**config.mk**
```make
export PLATFORM = sky130hd
export DESIGN_NAME = ata_pio_timer
export DESIGN_NICKNAME = d
export VERILOG_FILES = /design/src/rtl/ata_tim_pkg.sv /design/src/rtl/ata_tim_regs.sv /design/src/rtl/ata_tim_decode.sv /design/src/rtl/ata_tim_seq.sv /design/src/rtl/ata_pio_timer.sv
export SDC_FILE = /design/constraint.sdc
export NUM_CORES = 1
export LEC_CHECK = 0
export ABC_CLOCK_PERIOD_IN_PS = 4500
export BUFFER_PORTS_ARGS = -buffer_cell sky130_fd_sc_hd__buf_2
export CAP_MARGIN = 20
export CORE_MARGIN = 5
export CORE_UTILIZATION = 55
export CTS_CLUSTER_DIAMETER = 100
export CTS_CLUSTER_SIZE = 25
export DETAILED_ROUTE_END_ITERATION = 8
export PLACE_DENSITY = 0.75
export SETUP_SLACK_MARGIN = 0.15
export SLEW_MARGIN = 10
export SYNTH_ARGS = -nofsm -noshare
export SYNTH_HDL_FRONTEND = slang
export SYNTH_HIERARCHICAL = 1
export SYNTH_SLANG_ARGS = --single-unit
```
**constraint.sdc**
```tcl
create_clock -name clk -period 4.5 [get_ports clk]
set_input_delay 0.675 -clock clk [delete_from_list [all_inputs] [get_ports clk]]
set_output_delay 0.675 -clock clk [all_outputs]
set_load 0.005 [all_outputs]
```
**src/rtl/ata_tim_pkg.sv**
```systemverilog
package ata_tim_pkg;

    localparam int CNT_W      = 5;
    localparam int DATA_W     = 8;
    localparam int NUM_UNITS  = 2;
    localparam int ADDR_W     = 2;
    localparam int ACT_LSB    = 4;
    localparam int REC_LSB    = 0;
    localparam int FLD_W      = 4;
    localparam int SU_LSB     = 6;
    localparam int SU_W       = 2;
    localparam int FLAG_BIT   = 4;

    typedef logic [CNT_W-1:0] cnt_t;
    typedef logic [FLD_W-1:0] fld_t;
    typedef logic [SU_W-1:0]  su_code_t;

    typedef enum logic [1:0] {
        PH_IDLE   = 2'd0,
        PH_SETUP  = 2'd1,
        PH_ACTIVE = 2'd2,
        PH_RECOV  = 2'd3
    } phase_e;

    typedef struct packed {
        cnt_t setup;
        cnt_t active;
        cnt_t recov;
    } cyc_cfg_t;

    localparam cnt_t FULL_CNT = cnt_t'(16);

    function automatic cnt_t active_clocks(input fld_t f);
        return (f == '0) ? FULL_CNT : cnt_t'(f);
    endfunction

    function automatic cnt_t recov_clocks(input fld_t f);
        cnt_t r;
        if (f == '0)
            r = FULL_CNT;
        else if (f == '1)
            r = cnt_t'(1);
        else
            r = cnt_t'(f) + cnt_t'(1);
        return r;
    endfunction

    function automatic cnt_t setup_clocks(input su_code_t c);
        cnt_t r;
        unique case (c)
            2'b01:   r = cnt_t'(2);
            2'b10:   r = cnt_t'(3);
            2'b00:   r = cnt_t'(4);
            default: r = cnt_t'(5);
        endcase
        return r;
    endfunction

    function automatic cnt_t max_cnt(input cnt_t a, input cnt_t b);
        return (a > b) ? a : b;
    endfunction

endpackage

```
**src/rtl/ata_tim_regs.sv**
```systemverilog
module ata_tim_regs
    import ata_tim_pkg::*;
#(
    parameter bit SHARED_SETUP = 1'b1
) (
    input  logic                                  clk,
    input  logic                                  rst,
    input  logic                                  we,
    input  logic [ADDR_W-1:0]                     addr,
    input  logic [DATA_W-1:0]                     wdata,
    input  logic                                  irq_evt,
    output logic [NUM_UNITS-1:0][DATA_W-1:0]      tim_o,
    output logic [NUM_UNITS-1:0][SU_W-1:0]        su_code_o,
    output logic                                  flag_o
);

    localparam su_code_t SU_SLOWEST = 2'b11;
    localparam int       SU_BASE    = NUM_UNITS;

    logic [NUM_UNITS-1:0][DATA_W-1:0] tim_q;

    for (genvar u = 0; u < NUM_UNITS; u++) begin : g_tim
        always_ff @(posedge clk) begin
            if (rst)
                tim_q[u] <= '0;
            else if (we && addr == ADDR_W'(u))
                tim_q[u] <= wdata;
        end
    end

    assign tim_o = tim_q;

    if (SHARED_SETUP) begin : g_shared
        su_code_t su_q;
        logic     flag_q;
        logic     hit;

        assign hit = we && (addr == ADDR_W'(SU_BASE));

        always_ff @(posedge clk) begin
            if (rst)
                su_q <= SU_SLOWEST;
            else if (hit)
                su_q <= wdata[SU_LSB +: SU_W];
        end

        always_ff @(posedge clk) begin
            if (rst)
                flag_q <= 1'b0;
            else if (irq_evt)
                flag_q <= 1'b1;
            else if (hit && wdata[FLAG_BIT])
                flag_q <= 1'b0;
        end

        for (genvar u = 0; u < NUM_UNITS; u++) begin : g_fan
            assign su_code_o[u] = su_q;
        end
        assign flag_o = flag_q;
    end else begin : g_split
        su_code_t su_q [NUM_UNITS];
        logic     unused_evt;

        for (genvar u = 0; u < NUM_UNITS; u++) begin : g_su
            always_ff @(posedge clk) begin
                if (rst)
                    su_q[u] <= SU_SLOWEST;
                else if (we && addr == ADDR_W'(SU_BASE + u))
                    su_q[u] <= wdata[SU_LSB +: SU_W];
            end
            assign su_code_o[u] = su_q[u];
        end

        assign unused_evt = irq_evt;
        assign flag_o     = 1'b0;
    end

endmodule

```
**src/rtl/ata_tim_decode.sv**
```systemverilog
module ata_tim_decode
    import ata_tim_pkg::*;
(
    input  logic [NUM_UNITS-1:0][DATA_W-1:0] tim_i,
    input  logic [NUM_UNITS-1:0][SU_W-1:0]   su_code_i,
    input  logic                             unit,
    output cyc_cfg_t                         cfg_o
);

    logic [DATA_W-1:0] sel_byte;
    cnt_t              su_clk [NUM_UNITS];
    cnt_t              su_max;

    assign sel_byte = tim_i[unit];

    for (genvar u = 0; u < NUM_UNITS; u++) begin : g_su
        assign su_clk[u] = setup_clocks(su_code_i[u]);
    end

    // Slowest setup of both units; the shared variant feeds identical codes.
    assign su_max = max_cnt(su_clk[0], su_clk[1]);

    always_comb begin
        cfg_o.setup  = su_max;
        cfg_o.active = active_clocks(sel_byte[ACT_LSB +: FLD_W]);
        cfg_o.recov  = recov_clocks(sel_byte[REC_LSB +: FLD_W]);
    end

endmodule

```
**src/rtl/ata_tim_seq.sv**
```systemverilog
module ata_tim_seq
    import ata_tim_pkg::*;
(
    input  logic     clk,
    input  logic     rst,
    input  logic     req,
    input  logic     write,
    input  cyc_cfg_t cfg_i,
    output logic     done,
    output logic     addr_en,
    output logic     rd_stb,
    output logic     wr_stb
);

    phase_e ph_q;
    cnt_t   cnt_q;
    cnt_t   act_q;
    cnt_t   rec_q;
    logic   wr_q;
    logic   done_q;
    logic   last;

    assign last = (cnt_q == '0);

    always_ff @(posedge clk) begin
        if (rst) begin
            ph_q   <= PH_IDLE;
            cnt_q  <= '0;
            act_q  <= '0;
            rec_q  <= '0;
            wr_q   <= 1'b0;
            done_q <= 1'b0;
        end else begin
            done_q <= 1'b0;
            unique case (ph_q)
                PH_IDLE: begin
                    if (req) begin
                        ph_q  <= PH_SETUP;
                        cnt_q <= cfg_i.setup - cnt_t'(1);
                        act_q <= cfg_i.active;
                        rec_q <= cfg_i.recov;
                        wr_q  <= write;
                    end
                end
                PH_SETUP: begin
                    if (last) begin
                        ph_q  <= PH_ACTIVE;
                        cnt_q <= act_q - cnt_t'(1);
                    end else begin
                        cnt_q <= cnt_q - cnt_t'(1);
                    end
                end
                PH_ACTIVE: begin
                    if (last) begin
                        ph_q  <= PH_RECOV;
                        cnt_q <= rec_q - cnt_t'(1);
                    end else begin
                        cnt_q <= cnt_q - cnt_t'(1);
                    end
                end
                PH_RECOV: begin
                    if (last) begin
                        ph_q   <= PH_IDLE;
                        done_q <= 1'b1;
                    end else begin
                        cnt_q <= cnt_q - cnt_t'(1);
                    end
                end
                default: ph_q <= PH_IDLE;
            endcase
        end
    end

    assign done    = done_q;
    assign addr_en = (ph_q != PH_IDLE);
    assign rd_stb  = (ph_q == PH_ACTIVE) && !wr_q;
    assign wr_stb  = (ph_q == PH_ACTIVE) &&  wr_q;

endmodule

```
**src/rtl/ata_pio_timer.sv**
```systemverilog
module ata_pio_timer
    import ata_tim_pkg::*;
#(
    parameter bit SHARED_SETUP = 1'b1
) (
    input  logic                clk,
    input  logic                rst,
    input  logic                cfg_we,
    input  logic [ADDR_W-1:0]   cfg_addr,
    input  logic [DATA_W-1:0]   cfg_wdata,
    input  logic                irq_evt,
    input  logic                req,
    input  logic                req_unit,
    input  logic                req_write,
    output logic                done,
    output logic                addr_en,
    output logic                rd_stb,
    output logic                wr_stb,
    output logic                irq_flag
);

    logic [NUM_UNITS-1:0][DATA_W-1:0] tim;
    logic [NUM_UNITS-1:0][SU_W-1:0]   su_code;
    cyc_cfg_t                         cyc_cfg;

    ata_tim_regs #(.SHARED_SETUP(SHARED_SETUP)) u_regs (
        .clk       (clk),
        .rst       (rst),
        .we        (cfg_we),
        .addr      (cfg_addr),
        .wdata     (cfg_wdata),
        .irq_evt   (irq_evt),
        .tim_o     (tim),
        .su_code_o (su_code),
        .flag_o    (irq_flag)
    );

    ata_tim_decode u_dec (
        .tim_i     (tim),
        .su_code_i (su_code),
        .unit      (req_unit),
        .cfg_o     (cyc_cfg)
    );

    ata_tim_seq u_seq (
        .clk     (clk),
        .rst     (rst),
        .req     (req),
        .write   (req_write),
        .cfg_i   (cyc_cfg),
        .done    (done),
        .addr_en (addr_en),
        .rd_stb  (rd_stb),
        .wr_stb  (wr_stb)
    );

endmodule

```
# [Yosys cells after proc, flatten, opt, wreduce, memory -nomap -nowiden]
# Cells that the tools add are included.
[word_totals] regBits=38 latchBits=0 mem_bits_rw=0 romBits=0 inputBits=17 out_inout_bits=5 word_cells=68 n_memories=0
[classes] addsub=5 n_mul=0 div=0 order_cmp=1 n_eq_ne=13 shift=0 mux=19 bitwise_logic=1 n_reduce_logical=19
[op_table] op="$mux 5" count=7
[op_table] op="$pmux 5 s4" count=1
[op_table] op="$mux 8" count=2
[op_table] op="$sub 5x1->5 const B" count=3
[op_table] op="$pmux 3 s3" count=1
[op_table] op="$eq 2x2->1 const B" count=4
[op_table] op="$logic_not 4->1" count=2
[op_table] op="$mux 2" count=4
[op_table] op="$pmux 2 s4" count=1
[op_table] op="$eq 2x1->1 const B" count=3
[op_table] op="$logic_and 1x1->1" count=6
[op_table] op="$logic_not 2->1" count=3
[op_table] op="$ne 2x1->1 const B" count=3
[op_table] op="$add 4x1->5 const B" count=1
[op_table] op="$logic_not 5->1" count=1
[op_table] op="$eq 4x4->1 const B" count=1
[op_table] op="$ne 2x2->1 const B" count=2
[op_table] op="$reduce_and 2->1" count=2
[op_table] op="$reduce_and 4->1" count=1
[op_table] op="$reduce_bool 2->1" count=2
[op_table] op="$sub 3x1->4 const B" count=1
[op_table] op="$mux 1" count=3
[op_table] op="$lt 1x2->1 const B" count=1
[op_table] op="$reduce_or 2->1" count=1
[op_table] op="other kinds (2)" count=2

# [Depth between registers and ports, before layout]
# Gate-level depths: netlist (run 1).
[depth] depth_word=5 depth_mapped=17

# [Hierarchy]
# The synthesis (run 1) kept the hierarchy.
[modules_own_cells] mod="ata_tim_seq" n_inst=1 cells_per_inst=155 area_each_um2=1213.7 seq_area_each_um2=380.4
[modules_own_cells] mod="ata_tim_regs" n_inst=1 cells_per_inst=80 area_each_um2=829.5 seq_area_each_um2=380.4
[modules_own_cells] mod="ata_tim_decode" n_inst=1 cells_per_inst=50 area_each_um2=447.9 seq_area_each_um2=0.0

# [Worst setup path before layout (run 1)]
# OpenSTA, ideal clock, no wires.
[synth_timing] kind="register -> register" from="register u_regs.g_shared.su_q[0]" to="register u_seq.cnt_q[4]" setup_time_ps=133 arrival_time_ps=2594 slack_ps=1773 stages_incl_launch_ff=16 cell_sequence="dfxtp_1 -> buf_4 -> inv_1 -> ha_1 -> ha_1 -> nor2b_1 -> o21ai_1 -> a32oi_2 -> mux2i_1 -> inv_1 -> ha_1 -> nor3b_1 -> xnor2_1 -> a21oi_1 -> o31ai_1 -> a211oi_1"
[synth_rtl] item="start, declared" line_no="ata_tim_regs.sv:34" source="su_code_t su_q;"
[synth_rtl] item="start signal, assigned" line_no="ata_tim_regs.sv:44" source="su_q <= wdata[SU_LSB +: SU_W];"
[synth_rtl] item="end signal, assigned" line_no="ata_tim_seq.sv:39" source="cnt_q <= cfg_i.setup - cnt_t'(1);"
[synth_rtl] item="end signal, assigned" line_no="ata_tim_seq.sv:48" source="cnt_q <= act_q - cnt_t'(1);"
[synth_rtl] item="end signal, assigned" line_no="ata_tim_seq.sv:50" source="cnt_q <= cnt_q - cnt_t'(1);"
[synth_rtl] item="end, declared" line_no="ata_tim_seq.sv:16" source="cnt_t cnt_q;"

==> flow_summary.yaml, run 1 <==
synth:
  synth_top_family_by_area: "simple AND/OR/NAND/NOR gates"
  syn_avg_cell_area_um2: 8.74
  ys_ff_latch: 38
  post_synth_and_or_nand_nor_area_fraction: 0.216
  synthMuxAreaShare: 0.143
  yosysTopAreaCellShare: 0.305
  syn_inst: 285
  synthTopCellsByArea: "dfxtp_1 (31%), mux2i_1 (9.2%), ha_1 (9.0%), nand2b_1 (6.5%), nand2_1 (4.5%)"
  synth_fa_ha_area_frac: 0.0904
  yosys_warnings: 6
  synth_largest_area_cell: "dfxtp_1"
  yosysSeqAreaShare: 0.305
  synth_xor_area_frac: 0.0316
  syn-cell-area_um2: 2490
  synth_compound_area_frac: 0.137
  yosys.cell_types.count: 52
critical_path:
  end_kind: "register"
  arrival_ps: 3190
  crit_path_top_delay_cell: "dfxtp_1"
  cp.required_ps: 4710
  cp_max_fo: 5
  critPathKind: "reg -> reg"
  cpPeakStageDelay_ps: 400
  startpoint_type: "register"
  crit_chain: "inv_1, ha_1, inv_1, ha_1, nor2b_1, o21ai_1, a32oi_2, mux2i_1, inv_1, ha_1, nor3b_1, xnor2_1, a21oi_1, o31ai_1, a211oi_1"
sta:
  period_needed_ps: 2990
  fin_crit_sh: 0.664
  rsz0062_at_grt: "false"
  tightest_slew_ps: 718
  setup_slack_ps: 1510
  drv_slew: 0
  hold_viol_final: 0
  skew_ps: 5.22
  finalSetupViolCount: 0
  finalSetupTns_ps: 0
  relSlewSlack: 0.522
  hold_ws_ps: 468
  fmax_ghz: 0.335
route:
  drtIter0Drc: 45
  route.detailed.drc: 0
  vias: 1908
  routedWlPerCell_um: 12.8
  drt_wl_total_um: 4510
  via_per_inst: 5.44
  firstDrtPassIters: 4
  drtAntennaViolNets: 0
final_layout:
  fillCellCount: 391
  diodes: 0
  synthToLayoutAreaGrowth_pct: 6.78
  finalCoreUtilization: 0.607
  final_common_cell: "dfxtp_1"
  stdcell_count: 351
  final_cell_mix: "dfxtp_1 (38), nand2_1 (30), nand2b_1 (26)"
  final_cell_area_um2: 2660
  finish.net_count: 333
  drive_gt1_frac: 0.157
pwr:
  vdd_drop_max_uv: 230
  total_power_mw: 1.24
  power.leakage_nw: 1.14
  power_density_nw_per_um2: 465
placed_design:
  dpl-instance-area_um2: 2560
  io_buffers: 21
  dp_worst_setup_slack_ps: 1530
  place_hpwl_um: 3400
  place_inst: 343
  gp_congestion: 0.870
grt:
  grtUsageTotal: 0.158
  overflow: 0
  grt_pass1_wl_um: 7950
  grt_max_degree: 50
  antenna_found_initial: 0
  grt_pass1_vias: 1829
clock_tree:
  cts_tree: "done"
  cts.path.max_buffers: 2
  cts_resized: 0
  postCtsSetupBuffers: 0
  htreeDepth: 2
  cts_sinks: 38
  cts_made_buffers: 5
  clk_pin_slew_ps: 80
  hold_buffers: 0
  clk_latency_ps: 290
  cts_root_buf: "clkbuf_8"
floorplanning:
  die-area_um2: 5980
  start_util: 0.568
  num_rows: 24
  fp.dieW_um: 77.3
  core_area_um2: 4380
  die_h_um: 77.3
  design.portCount: 22
run:
  maxCapViolCount: 0
hold_path:
  hold_path_class: "reg -> reg"
status:
  status: "completed"
logic make-up (layout without fill, tap and decap cells):
group | Yosys count | after routing
simple gates | 97 | 97
fa+ha+maj | 18 | 18
buf+inv | 39 | 52
mux | 31 | 31
other cells | 1 | 2
xor+xnor | 9 | 9
flops | 38 | 38
compound gates | 52 | 52
cell usage after synthesis (all sizes together):
| cell type | instances |
|---|---|
| and2 | 2 |
| ha | 18 |
| nor3b | 4 |
| a21o | 1 |
| or3b | 1 |
| conb | 1 |
| o21ai | 9 |
| a211oi | 4 |
| nor3 | 3 |
| a22oi | 2 |
| buf | 9 |
| nand2 | 30 |
| nand3b | 2 |
| a31oi | 1 |
| a21oi | 21 |
| a22o | 1 |
| nand3 | 3 |
| dfxtp | 38 |
| mux2i | 26 |
| nor2b | 4 |
| and3b | 2 |
| nor4 | 3 |
| inv | 23 |
| o21ba | 1 |
| clkbuf | 7 |
| a211o | 1 |
| o31a | 2 |
| nor2 | 16 |
| mux2 | 5 |
| xor2 | 4 |
| nand2b | 26 |
| o31ai | 1 |
| nor4b | 1 |
| o22ai | 2 |
| xnor2 | 5 |
| o21a | 2 |
| a221o | 1 |
| o221ai | 1 |
| a311oi | 1 |
| a32oi | 1 |
per-layer routing:
| layer | vias up | track usage | routed length (µm) |
|---|---|---|---|
| met1 | 883 | 0.188 | 2060 |
| met3 | 2 | 0.0422 | 118 |
| met5 | - | 0 | 0 |
| li1 | 996 | - | - |
| met2 | 27 | 0.282 | 2310 |
| met4 | 0 | 0.0361 | 19 |
flip-flops by register name, summed over array words and instances, names as in the netlist:
signal	flops
u_seq/cnt_q	5
u_seq/ph_q	2
u_regs/flag_o	1
u_seq/act_q	5
u_seq/rec_q	5
u_seq/done	1
u_regs/g_shared.su_q	2
u_seq/wr_q	1
u_regs/tim_o	16
report_power, final:
part           switching [mW]  internal [mW]
clock                   0.122          0.123
combinational           0.312          0.246
sequential             0.0505          0.383
final cells by class:
type                    count  area [µm²]  share of cell area
well taps                  52        65.1              0.0245
clock buffers               6        82.6              0.0310
multi-input cells         209        1550               0.582
clock inverters             2        12.5             0.00470
inverters                  23        86.3              0.0325
flip-flops and latches     38         761               0.286
repair buffers             21         105              0.0395
worst paths after layout:
check,from,to,slack (ps),cells after the start
max,u_regs/g_shared.su_q[0],u_seq/cnt_q[4],1510,15
min,u_seq/wr_q,u_seq/wr_q,470,2
max reg2reg,u_regs/g_shared.su_q[0],u_seq/cnt_q[4],1510,15
min reg2reg,u_seq/wr_q,u_seq/wr_q,470,2
worst max-delay path, delay by kind of cell (launching register included):
family / cells / cell delay [ps]
adder cells (fa/ha/maj): 3 / 800
buffers and inverters: 3 / 210
AO/OA/AOI/OAI: 5 / 800
AND/OR/NAND/NOR: 2 / 410
XOR/XNOR: 1 / 100
multiplexers: 1 / 170
flip-flops: 1 / 400
Power figures use the tool's default switching activity.
==> run 2, diff against run 1 <==
--- a/config.mk
+++ b/config.mk
@@ -5,7 +5,7 @@
 export SDC_FILE = /design/constraint.sdc
 export NUM_CORES = 1
 export LEC_CHECK = 0
-export ABC_CLOCK_PERIOD_IN_PS = 4500
+export ABC_CLOCK_PERIOD_IN_PS = 2800
 export BUFFER_PORTS_ARGS = -buffer_cell sky130_fd_sc_hd__buf_2
 export CAP_MARGIN = 20
 export CORE_MARGIN = 5
==> constraint.sdc (replaced) <==
create_clock -name clk -period 2.8 [get_ports clk]
set_input_delay 0.42 -clock clk [delete_from_list [all_inputs] [get_ports clk]]
set_output_delay 0.42 -clock clk [all_outputs]
set_load 0.005 [all_outputs]
==> run 2 against run 1 <==
The run now ends with negative setup slack left. Combinational power rose by 78%. Utilization rose by 5.2 points. Global-route usage rose by 1.5 points. Largest power group unchanged. First-iteration DRC count rose by 60%. Total power rose by 66%. Sequential share of layout area fell by 2.0 points. Via count rose by 3.8%. Sequential power rose by 61%. Die area did not move. Flip-flop and latch count did not move. Highest routed layer unchanged.
==> flow_summary.yaml, run 2 (synthesis results as in run 1) <==
floorplanning:
  num_rows: 24
  die_h_um: 77.3
  start_util: 0.568
  core_area_um2: 4380
  design.portCount: 22
  fp.dieW_um: 77.3
  die-area_um2: 5980
final_layout:
  stdcell_count: 365
  final_common_cell: "dfxtp_1"
  diodes: 0
  final_cell_mix: "dfxtp_1 (36), nand2_1 (30), nand2b_1 (26)"
  largest_reg_flops: 16
  fillCellCount: 371
  finalCoreUtilization: 0.659
  seqCellArea_um2: 768
  finish.net_count: 348
  final_cell_area_um2: 2890
  synthToLayoutAreaGrowth_pct: 16.0
  multi_input_area_um2: 1660
  drive_gt1_frac: 0.252
clock_tree:
  cts_root_buf: "clkbuf_8"
  clk_latency_ps: 290
  cts.path.max_buffers: 2
  hold_buffers: 0
  cts_sinks: 38
  cts_tree: "done"
  cts_made_buffers: 5
  htreeDepth: 2
  clk_pin_slew_ps: 80
pwr:
  total_power_mw: 2.05
  vdd_drop_max_uv: 384
  power.leakage_nw: 1.22
  power_density_nw_per_um2: 709
grt:
  grt_pass1_vias: 1958
  overflow: 0
  grt_pass1_wl_um: 8630
  grt_max_degree: 50
  grtUsageTotal: 0.173
  antenna_found_initial: 0
critical_path:
  end_kind: "register"
  cp.required_ps: 2940
  arrival_ps: 2950
  regToRegStartpoint: "u_regs/g_shared.su_q[0]"
  cp_num_buf_inv: 3
  startpoint_type: "register"
  critPathKind: "reg -> reg"
  crit_chain: "inv_1, ha_4, inv_1, ha_4, o21ai_2, a32oi_2, mux2i_2, inv_1, ha_2, nor3b_4, xnor2_1, a21oi_1, o31ai_1, a211oi_1"
  crit_family: "adder cells"
  cpPeakStageDelay_ps: 380
  cpMostUsedCell: "inv_1"
  startpoint: "u_regs/g_shared.su_q[0]"
  crit_path_top_delay_cell: "dfxtp_4"
  cp_max_fo: 4
sta:
  hold_ws_ps: 334
  setup_slack_ps: -5.13
  drv_slew: 0
  rsz0062_at_grt: "true"
  skew_ps: 7.66
  hold_viol_final: 0
  fmax_ghz: 0.356
  fin_crit_sh: 1.00
  finalSetupViolCount: 1
  finalSetupTns_ps: -5.13
  relSlewSlack: 0.528
  tightest_slew_ps: 708
  period_needed_ps: 2810
route:
  via_per_inst: 5.43
  routedWlPerCell_um: 14.0
  vias: 1981
  drtIter0Drc: 72
  drtAntennaViolNets: 0
  firstDrtPassIters: 4
  route.detailed.drc: 0
  drt_wl_total_um: 5110
placed_design:
  gp_congestion: 0.851
  dp_worst_setup_slack_ps: -78.5
  place_inst: 345
  place_hpwl_um: 3520
  dpl-instance-area_um2: 2590
  io_buffers: 21
status:
  violations: "negative setup slack"
  status: "finished, violations left"
hold_path:
  hold_path_class: "in -> reg"
  worst_hold_startpoint: "cfg_wdata[4]"
run:
  maxCapViolCount: 0
run 2: area by class of cell:
cell class | instances | share of cell area
clock buffer | 6 | 0.0251
clock inverter | 1 | 0.00260
inverter | 23 | 0.0316
multi-input combinational | 209 | 0.574
sequential | 38 | 0.266
tap | 52 | 0.0225
timing repair buffer | 36 | 0.0780
run 2: worst paths after layout:
check	endpoint	slack, ps	depth (start not counted)
max	u_seq/cnt_q[4]	-5	14
min	u_regs/flag_o	330	2
max reg2reg	u_seq/cnt_q[4]	-5	14
min reg2reg	u_seq/wr_q	480	2
run 2: worst register-to-register path: cells and delay by family (launching register included):
family,cells,cell delay [ps]
and+or+nand+nor,1,150
AOI/OAI and AO/OA,5,600
buffers and inverters,3,270
muxes,1,320
adders and majority gates,3,790
DFF,1,380
xor gates and xnor gates,1,150
run 2: timing repair:
action	CTS	global route
pin swaps	8	13
resized for setup	15	11
setup buffers	11	2
gates cloned	0	0
endpoints found under the setup margin	4	4
run 2: where the power goes:
part | total [mW] | internal [mW] | switching [mW] | leakage (nW)
Combinational | 0.990 | 0.447 | 0.544 | 0.872
Clock | 0.357 | 0.171 | 0.186 | 0.0373
Sequential | 0.700 | 0.615 | 0.0848 | 0.310
Total | 2.05 | 1.23 | 0.815 | 1.22
run 2: per-layer routing:
layer	vias to the layer above	track usage	wire, µm
li1	1014	-	-
met1	938	0.199	2280
met2	22	0.315	2630
met3	7	0.0410	144
met4	0	0.0515	55
met5	-	0	0
==> run 3, diff against run 2 <==
--- a/config.mk
+++ b/config.mk
@@ -8,6 +8,7 @@
 export ABC_CLOCK_PERIOD_IN_PS = 2800
 export BUFFER_PORTS_ARGS = -buffer_cell sky130_fd_sc_hd__buf_2
 export CAP_MARGIN = 20
+export CORE_ASPECT_RATIO = 0.5
 export CORE_MARGIN = 5
 export CORE_UTILIZATION = 55
 export CTS_CLUSTER_DIAMETER = 100
==> run 3 against run 2 <==
The run now ends clean. Routed wire length rose by 11%. Flip-flop and latch count did not move. Via count rose by 4.2%. Total power rose by 4.7%. Clock skew rose by 4.4 ps. Sequential power barely moved. Critical path type unchanged. Largest cell class unchanged.
==> flow_summary.yaml, run 3 (synthesis results as in run 1) <==
hold_path:
  hold_path_class: "in -> reg"
  hold_path_depth: 2
floorplanning:
  design.portCount: 22
  num_rows: 17
  core_area_um2: 4380
  die_h_um: 57.6
  start_util: 0.569
  fp.dieW_um: 105
  die-area_um2: 6060
clock_tree:
  cts_sinks: 38
  clk_pin_slew_ps: 90
  cts_tree: "done"
  cts_made_buffers: 5
  htreeDepth: 2
  clk_latency_ps: 290
  cts_root_buf: "clkbuf_8"
  cts.path.max_buffers: 2
pwr:
  switching_share: 0.408
  power_density_nw_per_um2: 727
  power_frac_comb: 0.485
  total_power_mw: 2.14
  intPower_mw: 1.27
  p_sw_mw: 0.875
  power.leakage_nw: 1.23
  p_seq_frac: 0.327
  pwr-share-clk: 0.187
  vdd_drop_max_uv: 361
critical_path:
  critPathKind: "reg -> reg"
  startpoint_type: "register"
  cp_max_fo: 4
  cp.required_ps: 2950
  rr_worst_depth: 15
  end_kind: "register"
  arrival_ps: 2930
sta:
  fin_crit_sh: 0.993
  finalSetupViolCount: 0
  relSlewSlack: 0.518
  tightest_slew_ps: 723
  rsz0062_at_grt: "true"
  hold_viol_final: 0
  skew_ps: 12.0
  finalSetupTns_ps: 0
  drv_slew: 0
  period_needed_ps: 2780
  fmax_ghz: 0.360
route:
  drtAntennaViolNets: 0
  drt_wl_total_um: 5660
  via_per_inst: 5.58
  drtIter0Drc: 140
  routedWlPerCell_um: 15.3
  firstDrtPassIters: 7
  route.detailed.drc: 0
  vias: 2065
final_layout:
  finish.net_count: 347
  diodes: 0
  finalCoreUtilization: 0.673
  largest_reg_flops: 16
  final_cell_mix: "dfxtp_1 (36), nand2_1 (30), nand2b_1 (26)"
  final_common_cell: "dfxtp_1"
  synthToLayoutAreaGrowth_pct: 18.4
  drive_gt1_frac: 0.259
status:
  status: "completed"
grt:
  grtUsageTotal: 0.174
  grt_pass1_vias: 1965
  antenna_found_initial: 0
  grt_max_degree: 50
  overflow: 0
  grt_pass1_wl_um: 8670
placed_design:
  gp_congestion: 0.932
  io_buffers: 21
  place_hpwl_um: 3530
run:
  maxCapViolCount: 0
## run 3: critical path, cell delays in order (launching register included)
cell	delay [ps]
dfxtp_4	380
inv_4	40
ha_4	280
inv_4	40
ha_4	260
nor2b_4	140
o21ai_2	70
a32oi_4	250
mux2i_1	310
inv_1	110
ha_2	210
nor3b_4	150
xnor2_1	130
a21oi_1	80
o31ai_1	80
a211oi_1	110
## run 3: worst paths after layout
| path | from | endpoint | slack, ps |
|---|---|---|---|
| setup reg to reg | u_regs/g_shared.su_q[0] | u_seq/cnt_q[4] | 20 |
| hold reg to reg | u_seq/cnt_q[1] | u_seq/cnt_q[1] | 480 |
| hold / removal | cfg_wdata[4] | u_regs/flag_o | 340 |
| setup / recovery | u_regs/g_shared.su_q[0] | u_seq/cnt_q[4] | 20 |
## run 3: repair_timing
| action | CTS | global route |
|---|---|---|
| setup endpoints to repair | 4 | 4 |
| gates resized for setup | 14 | 20 |
| pin swaps | 9 | 12 |
| hold buffers | 0 | 0 |
| setup buffers | 10 | 2 |
| hold endpoints to repair | 0 | 0 |
## run 3: power by group through the flow
stage               logic, mW  clock network, mW  registers, mW
floorplan               0.750                  0          0.692
global placement        0.888                  0          0.706
detailed placement      0.912                  0          0.714
CTS                     0.946              0.402          0.701
global route             1.13              0.438          0.713
finish                   1.04              0.402          0.702
## run 3: layer usage
layer | up-vias | wire, µm | GRT usage
met5 | - | 0 | 0
met4 | 0 | 142 | 0.0929
met3 | 16 | 281 | 0.0475
met2 | 73 | 2750 | 0.292
met1 | 956 | 2500 | 0.207
li1 | 1020 | - | -
## run 3: layout make-up
type                       count  area (µm²)
fill                         341        1430
clock inverter                 2        12.5
multi-input combinational    209        1700
timing repair buffer          35         221
clock buffer                   6        82.6
inverter                      23        91.3
sequential                    38         768
tap                           57        71.3
## run 3: metrics by stage
stage / instance area (µm²) / setup slack, ps / std cells / hold WS [ps]
2_1_floorplan: 2510 / 156 / 286 / 445
3_3_place_gp: 2600 / 44.7 / 350 / 451
3_5_place_dp: 2600 / -89.1 / 350 / 463
4_1_cts: 2830 / 140 / 368 / 334
5_1_grt: 2950 / -138 / 370 / 331
6_report: 2950 / 20.1 / 370 / 341
